### config.mk
export PLATFORM = sky130hd
export DESIGN_NAME = rtc_core
export DESIGN_NICKNAME = d
export VERILOG_FILES = /design/src/rtl/rtc_core.sv
export SDC_FILE = /design/constraint.sdc
export NUM_CORES = 1
export LEC_CHECK = 0
export CORE_ASPECT_RATIO = 1.2
export CORE_UTILIZATION = 45
export DETAILED_ROUTE_END_ITERATION = 6
export GPL_TIMING_DRIVEN = 0
export PLACE_DENSITY = 0.7
export SYNTH_ARGS = -nofsm -noshare
export SYNTH_HDL_FRONTEND = slang
export SYNTH_SLANG_ARGS = --single-unit
### constraint.sdc
create_clock -name clk -period 19 [get_ports clk]
set_clock_uncertainty 0.05 [all_clocks]
set_input_delay 2.85 -clock clk [delete_from_list [all_inputs] [get_ports clk]]
set_output_delay 2.85 -clock clk [all_outputs]
set_load 0.005 [all_outputs]
### src/rtl/rtc_core.sv
module rtc_core #(
  parameter int UIP_CYCLES = 4
) (
  input  logic       clk,
  input  logic       rst_n,
  input  logic       tick,
  input  logic       cs,
  input  logic       we,
  input  logic [3:0] addr,
  input  logic [7:0] wdata,
  input  logic       power_ok,
  output logic [7:0] rdata,
  output logic       irq
);
  localparam int CW = $clog2(UIP_CYCLES + 1);
  localparam logic [CW-1:0] LAST = CW'(UIP_CYCLES - 1);

  logic [7:0] tm [10];
  logic [6:0] ra;
  logic [7:0] rb;
  logic       busy, af, uf;
  logic [CW-1:0] cnt;

  wire dm    = rb[2];
  wire h24m  = rb[1];
  wire wr    = cs && we;
  wire rd_c  = cs && !we && addr == 4'hC;
  wire abort = wr && addr == 4'hB && wdata[7];
  wire go    = tick && !rb[7] && !busy;
  wire upd   = busy && cnt == LAST && !abort;
  wire irqf  = (af && rb[5]) || (uf && rb[4]);
  assign irq = irqf;

  function automatic logic [6:0] dec(input logic [7:0] b, input logic bin);
    dec = bin ? b[6:0] : 7'({3'b0, b[7:4]} * 7'd10 + {3'b0, b[3:0]});
  endfunction

  function automatic logic [7:0] enc(input logic [6:0] v, input logic bin);
    logic [6:0] t, o;
    t = v / 7'd10;
    o = v % 7'd10;
    enc = bin ? {1'b0, v} : {t[3:0], o[3:0]};
  endfunction

  function automatic logic [6:0] mdays(input logic [6:0] m, input logic [6:0] y);
    case (m)
      7'd2:                       mdays = (y[1:0] == 2'b00) ? 7'd29 : 7'd28;
      7'd4, 7'd6, 7'd9, 7'd11:    mdays = 7'd30;
      default:                    mdays = 7'd31;
    endcase
  endfunction

  function automatic logic hit(input logic [7:0] v, input logic [7:0] al);
    hit = (al[7:6] == 2'b11) || (al == v);
  endfunction

  logic [6:0] s, mi, h, h12, dw, dt, mo, yr, nh12;
  logic [7:0] n_s, n_m, n_h, n_dw, n_dt, n_mo, n_yr, t8;
  logic       c_day;

  always_comb begin
    s  = dec(tm[0], dm);
    mi = dec(tm[2], dm);
    h12 = dec({1'b0, tm[4][6:0]}, dm);
    if (h24m) h = dec(tm[4], dm);
    else      h = ((h12 == 7'd12) ? 7'd0 : h12) + (tm[4][7] ? 7'd12 : 7'd0);
    dw = dec(tm[6], dm);
    dt = dec(tm[7], dm);
    mo = dec(tm[8], dm);
    yr = dec(tm[9], dm);
    c_day = 1'b0;
    if (s >= 7'd59) begin
      s = 7'd0;
      if (mi >= 7'd59) begin
        mi = 7'd0;
        if (h >= 7'd23) begin
          h = 7'd0;
          c_day = 1'b1;
        end else h = h + 7'd1;
      end else mi = mi + 7'd1;
    end else s = s + 7'd1;
    if (c_day) begin
      dw = (dw >= 7'd7) ? 7'd1 : dw + 7'd1;
      if (dt >= mdays(mo, yr)) begin
        dt = 7'd1;
        if (mo >= 7'd12) begin
          mo = 7'd1;
          yr = (yr >= 7'd99) ? 7'd0 : yr + 7'd1;
        end else mo = mo + 7'd1;
      end else dt = dt + 7'd1;
    end
    nh12 = (h == 7'd0) ? 7'd12 : (h > 7'd12) ? h - 7'd12 : h;
    t8   = enc(nh12, dm);
    n_h  = h24m ? enc(h, dm) : {h >= 7'd12, t8[6:0]};
    n_s  = enc(s, dm);
    n_m  = enc(mi, dm);
    n_dw = enc(dw, dm);
    n_dt = enc(dt, dm);
    n_mo = enc(mo, dm);
    n_yr = enc(yr, dm);
  end

  wire alarm = hit(n_s, tm[1]) && hit(n_m, tm[3]) && hit(n_h, tm[5]);

  always_ff @(posedge clk or negedge rst_n) begin
    if (!rst_n) begin
      for (int i = 0; i < 10; i++) tm[i] <= 8'h00;
      tm[6] <= 8'h01;
      tm[7] <= 8'h01;
      tm[8] <= 8'h01;
      ra <= 7'h26;
      rb <= 8'h02;
      busy <= 1'b0;
      cnt <= '0;
      af <= 1'b0;
      uf <= 1'b0;
    end else begin
      if (wr && addr < 4'd10) tm[addr] <= wdata;
      if (wr && addr == 4'hA) ra <= wdata[6:0];
      if (wr && addr == 4'hB) rb <= wdata;
      if (go) begin
        busy <= 1'b1;
        cnt  <= '0;
      end else if (busy) begin
        cnt <= cnt + 1'b1;
        if (abort || cnt == LAST) busy <= 1'b0;
      end
      if (rd_c) begin
        af <= 1'b0;
        uf <= 1'b0;
      end
      if (upd) begin
        tm[0] <= n_s;  tm[2] <= n_m;  tm[4] <= n_h;
        tm[6] <= n_dw; tm[7] <= n_dt; tm[8] <= n_mo; tm[9] <= n_yr;
        uf <= 1'b1;
        if (alarm) af <= 1'b1;
      end
    end
  end

  always_comb begin
    rdata = 8'h00;
    if (addr < 4'd10) rdata = tm[addr];
    else case (addr)
      4'hA: rdata = {busy, ra};
      4'hB: rdata = rb;
      4'hC: rdata = {irqf, 1'b0, af, uf, 4'b0000};
      4'hD: rdata = {power_ok, 7'b0};
      default: rdata = 8'h00;
    endcase
  end

  AST_SET_NO_UIP: assert property (@(posedge clk) disable iff (!rst_n)
    rb[7] |-> !busy);
  AST_SEC_HOLDS: assert property (@(posedge clk) disable iff (!rst_n)
    (!upd && !(wr && addr == 4'h0)) |=> $stable(tm[0]));
  AST_SEC_MOVES: assert property (@(posedge clk) disable iff (!rst_n)
    upd |=> tm[0] != $past(tm[0]));
  AST_UF_AFTER_STEP: assert property (@(posedge clk) disable iff (!rst_n)
    upd |=> uf);
  AST_READ_CLEARS: assert property (@(posedge clk) disable iff (!rst_n)
    (rd_c && !upd) |=> (!af && !uf));
  AST_IRQ_NEEDS_FLAG: assert property (@(posedge clk) disable iff (!rst_n)
    irq |-> (af || uf));
endmodule

# [Word level (Yosys, flattened, before mapping)]
# Cells that the tools add are included.
[word_totals] elab_cells=187 n_memories=0 input_bits=18 latch_bits=0 register_bits=101 out_inout_bits=9 rom_bits=0 ram_bits=0
[classes] order_cmp=12 div=16 mux=68 multipliers=8 n_eq_ne=17 n_addsub=18 reduce_logical=31 bitwise_logic=1 shifts=0
[ops] cell="$mux W7" n=31
[ops] cell="$mux W8" n=15
[ops] cell="$bwmux W80" n=1
[ops] cell="$mux W80" n=1
[ops] cell="$add A7 B4 Y7" n=9
[ops] cell="$div A7 B4 Y7 const B" n=8
[ops] cell="$mod A7 B4 Y7 const B" n=8
[ops] cell="$add A7 B1 Y7 const B" n=7
[ops] cell="$mul A4 B3 Y6 const B" n=7
[ops] cell="$bmux W8 S4" n=1
[ops] cell="$demux W8 S4" n=1
[ops] cell="$mux W32" n=1
[ops] cell="$pmux W8 S4" n=1
[ops] cell="$eq A8 B8 Y1" n=3
[ops] cell="$eq A7 B4 Y1 const B" n=3
[ops] cell="$eq A4 B4 Y1 const B" n=4
[ops] cell="$logic_and A1 B1 Y1" n=16
[ops] cell="$eq A7 B3 Y1 const B" n=2
[ops] cell="$ge A7 B4 Y1 const B" n=2
[ops] cell="$ge A7 B6 Y1 const B" n=2
[ops] cell="$mux W1" n=12
[ops] cell="$eq A7 B2 Y1 const B" n=1
[ops] cell="$ge A7 B3 Y1 const B" n=1
[ops] cell="$ge A7 B5 Y1 const B" n=1
[ops] cell="21 further kinds" n=33

# [Logic depth before layout (Yosys ltp)]
[logic_depth] depth_word=22 ltp_mapped=51 ltp_nobuf=37

# [Worst setup path after synthesis]
# Ideal clock, no wire load.
[synth_path] path_type="register to register" from="register rb[2]" to="register af" setup_ns=0.095 arrival_ns=9.401 period_less_slack_ns=9.547 t_required_ns=18.855 stages_incl_launch_ff=50 setup_slack_ns=9.453 path_buffers=17 path_cell_list="dfrtp_1 > buf_4 > buf_6 > buf_6 > buf_6 > buf_2 > buf_2 > buf_1 > clkbuf_1 > clkbuf_1 > clkbuf_1 > clkbuf_1 > clkbuf_1 > a2111oi_0 > o21ai_0 > nor2_1 > nor2_1 > ha_1 > (+14 left out) > nand2_1 > or4_1 > o41ai_2 > a211oi_1 > o21ai_0 > nor2_1 > o221ai_1 > a21o_1 > a21boi_0 > ha_1 > clkbuf_1 > inv_1 > or4_1 > a31oi_1 > nor3b_1 > a2bb2oi_1 > o2111ai_1 > o31ai_1"
[synth_via] elab_chain_cells=20 word_cells_on_any_way=49 classes_between="add/sub: 5; div: 8; order compare: 5; eq/ne: 4; mux: 21; reduce/logical: 6"
[synth_rtl] item="start, declared" line="20" source="logic [7:0] rb;"
[synth_rtl] item="start signal, assigned" line="120" source="if (wr && addr == 4'hB) rb <= wdata;"
[synth_rtl] item="$mux W7" line="35" source="dec = bin ? b[6:0] : 7'({3'b0, b[7:4]} * 7'd10 + {3'b0, b[3:0]});"
[synth_rtl] item="$eq A7 B4 Y1" line="66" source="else h = ((h12 == 7'd12) ? 7'd0 : h12) + (tm[4][7] ? 7'd12 : 7'd0);"
[synth_rtl] item="$mux W7" line="66"
[synth_rtl] item="$add A7 B4 Y7" line="66"
[synth_rtl] item="$mux W7" line="65" source="if (h24m) h = dec(tm[4], dm);"
[synth_rtl] item="$add A7 B1 Y7 / $ge A7 B5 Y1 (equally long branches)" line="79, 76"
[synth_rtl] item="$mux W7" line="76" source="if (h >= 7'd23) begin"
[synth_rtl] item="$mux W7" line="74" source="if (mi >= 7'd59) begin"
[synth_rtl] item="(+4 left out)"
[synth_rtl] item="$mod A7 B4 Y7 / $div A7 B4 Y7 (equally long branches)" line="41, 40"
[synth_rtl] item="$mux W7" line="42" source="enc = bin ? {1'b0, v} : {t[3:0], o[3:0]};"
[synth_rtl] item="$mux W8" line="94" source="n_h = h24m ? enc(h, dm) : {h >= 7'd12, t8[6:0]};"
[synth_rtl] item="$eq A8 B8 Y1" line="54" source="hit = (al[7:6] == 2'b11) || (al == v);"
[synth_rtl] item="$logic_or A1 B1 Y1" line="54"
[synth_rtl] item="$logic_and A1 B1 Y1 *" line="103" source="wire alarm = hit(n_s, tm[1]) && hit(n_m, tm[3]) && hit(n_h, tm[5]);"
[synth_rtl] item="$mux W1 *" line="136" source="if (alarm) af <= 1'b1;"
[synth_rtl] item="$mux W1 *" line="132" source="if (upd) begin"
[synth_rtl] item="end signal, assigned" line="115" source="af <= 1'b0;"
[synth_rtl] item="end signal, assigned" line="129" source="af <= 1'b0;"
[synth_rtl] item="end signal, assigned" line="136"
[synth_rtl] item="end, declared" line="21" source="logic busy, af, uf;"
# Mark *: on every way between the ends. The rest lies on a longest branch, timed or not.
# A chain may end at the register's enable or synchronous reset.

# [Final worst setup path]
# Ends and elaborated chain as after synthesis.

==> impl_metrics.csv <==
group,metric,value,unit
placed_design,portBuffers,23,
clock_network,cts_tree,"built",
clock_network,cts_max_level,3,
floorplan,start_util,46.2,%
timing,setup_violations,0,
placed_design,gp_congestion,0.984,
cells_and_area,area_delta_synth_final,7.61,%
placed_design,hpwl,39300,um
synth,synth_top_cell_by_area,"dfrtp_1",
global_routing,grt_overflow,0,
synth,synth_top_cell_area_share,17.1,%
clock_network,cts_made_buffers,9,
clock_network,postCtsSetupBuffers,0,
worst_setup_path,critical_path.slowest_cell,"buf_1",
synth,synth_seq_cells,101,
clock_network,ctsHoldBuffers,0,
worst_setup_path,r2r_setup_slack,4.15,ns
global_routing,grt_first_pass_wirelength,79900,um
min_path,hp-start,"ra[0]",
synth,async_flop_share,100,%
timing,finalCritPeriodShare,78.2,%
job,drv_cap,0,
worst_setup_path,criticalPathCategory,"flip-flop to flip-flop",
drt,drtIter0Drc,1261,
cells_and_area,layout.nets,1846,
drt,routed_wl,51500,um
drt,vias,14600,
timing,rsz0062_at_grt,"false",
worst_setup_path,cp-start-kind,"flip-flop",
worst_setup_path,path_max_fanout,10,
worst_setup_path,worstPathArrival,15.05,ns
worst_setup_path,worstSetupEndpointType,"flip-flop",
worst_setup_path,required,19.20,ns
synth,synth_most_common_cell,"nand2_1",
timing,finalSetupTns,0,ns
timing,relSlewSlack,16.1,%
timing,whs,0.459,ns
timing,period_minus_slack,14.85,ns
synth,synth_edf_count,0,
synth,ys_types,105,
drt,drc_errors,0,
worst_setup_path,rr_worst_depth,48,
floorplan,die_h,194,um
min_path,hold_end,"ra[0]",
floorplan,die_w,162,um
clock_network,root_buffer,"clkbuf_16",
drt,ant_nets,0,
worst_setup_path,cp_common_cell,"clkbuf_1",
worst_setup_path,slowest_delay,0.87,ns
min_path,hold_path_class,"flip-flop to flip-flop",
run_status,outcome,"completed",
synth,yosysSeqAreaShare,18.4,%
clock_network,cts-resized-gates,0,
synth,synthesis.instances,1706,
cells_and_area,nFillCells,2974,
floorplan,coreArea,29900,sq um
clock_network,clkSinkCount,101,
global_routing,grt_use_total,32.7,%
synth,synth.net_count,1811,
drt,firstDrtPassIters,7,
timing,max_freq,67.3,MHz
floorplan,row_count,69,
drt,wl_per_cell,24.1,um
clock_network,clkLatencyLatePin,0.36,ns
synth,synth.area.top_cells,"dfrtp_1, ha_1, mux2i_1",
synth,syn_area,13800,sq um
global_routing,grt_start_max_net_pins,65,
worst_setup_path,rr_endpoint,"af",
drt,drt-vias-per-instance,6.84,
global_routing,antenna_found_initial,4,
floorplan,io_pins,27,
timing,worst_pin_slew,1.24,ns
timing,slew_violations,0,
global_routing,first_global_vias,14100,
timing,hold_violations,0,
synth,synth_flop_cell,"dfrtp_1",
synth,synth.avg_cell_area,8.08,sq um
synth,yosys_warnings,0,
min_path,whs_path_depth,1,
clock_network,path_clk_slew,0.08,ns
clock_network,clockBufferDepth,2,
floorplan,dieArea,31300,sq um
synth,ys_top_cells_by_count,"nand2_1, nor2_1, o21ai_0",
worst_setup_path,timing.rr.start,"rb[2]",
cells_and_area,drive_gt1_share,10.8,%
worst max-delay path by stage:
stage	depth (start not counted)	to	startpoint	slack [ns]
floorplan	49	af	rb[2]	9.45
global placement	48	af	rb[2]	4.66
detailed placement	48	af	rb[2]	4.55
CTS	48	af	rb[2]	4.45
global route	48	af	rb[2]	3.57
finish	48	af	rb[2]	4.15
cell type report:
type	instances	area, sq um	area share [%]
antenna	3	7.51	0.0506
buffer	104	468	3.15
clock buffer	9	225	1.52
clock inverter	7	67.6	0.455
inverter	47	176	1.19
multi-input combinational	1454	10600	71.5
sequential	101	2540	17.1
tap	390	488	3.29
timing repair buffer	24	255	1.72
metal layers:
layer / share of wire, % / global-route usage (%) / wire [um] / vias to the layer above
met5: 0.025 / 0 / 13 / -
met4: 7.2 / 22.1 / 3710 / 2
met3: 9.1 / 6.37 / 4690 / 224
met2: 46 / 51.9 / 23600 / 825
met1: 38 / 40.0 / 19500 / 6967
li1: - / - / - / 6612
registers in the layout, summed over array words and instances, names as in the netlist:
register  count
uf            1
cnt           3
rb            8
ra            7
tm           80
af            1
busy          1
critical path: cells and delay by family (launching register included):
kind,cells,cell delay [ns]
XOR/XNOR,1,0.09
flip-flops,1,0.51
buffers and inverters,21,7.64
AO/OA/AOI/OAI,13,3.64
AND/OR/NAND/NOR,9,1.93
adder cells (fa/ha/maj),4,0.84
metrics by stage:
| stage | cell area, sq um | instances | util, % | worst slack [ns] |
|---|---|---|---|---|
| 5_1_grt | 14800 | 2137 | 49.6 | 3.57 |
| 4_1_cts | 14800 | 2136 | 49.6 | 4.45 |
| 3_5_place_dp | 14500 | 2120 | 48.7 | 4.55 |
| 3_3_place_gp | 14500 | 2119 | 48.6 | 4.66 |
| 6_report | 14800 | 2139 | 49.7 | 4.15 |
| 2_1_floorplan | 13800 | 1706 | - | 9.45 |
cells by family (layout without fill, tap and decap cells):
logic type / Yosys count / count (layout) / share of synthesized area [%]
xor+xnor: 56 / 56 / 3.66
buf+inv: 151 / 191 / 4.67
mux: 169 / 169 / 15.1
flops: 101 / 101 / 18.4
compound gates: 549 / 549 / 28.2
fa+ha+maj: 88 / 88 / 8.79
simple gates: 592 / 592 / 21.2
other cells: 0 / 3 / 0
cell usage in the layout (no fill, tap or decap), types with 23 or more instances in the layout:
cell      Yosys  routed
a211oi_1     26      26
dfrtp_1      94      94
nand2_1     177     177
o21ai_0     115     115
a31oi_1      23      23
mux2_2       60      60
nand3_1      50      50
o211ai_1     24      24
clkbuf_1     71      71
xnor2_1      40      40
ha_1         72      72
inv_1        45      45
a21oi_1      99      99
mux4_2       24      24
mux2i_1      82      82
nand2b_1     26      26
nor3_1       47      47
nor2_1      133     133
Power is left out: the tool's default activity adds up to more than one toggle a clock period on the data nets, which glitch-free logic cannot reach.
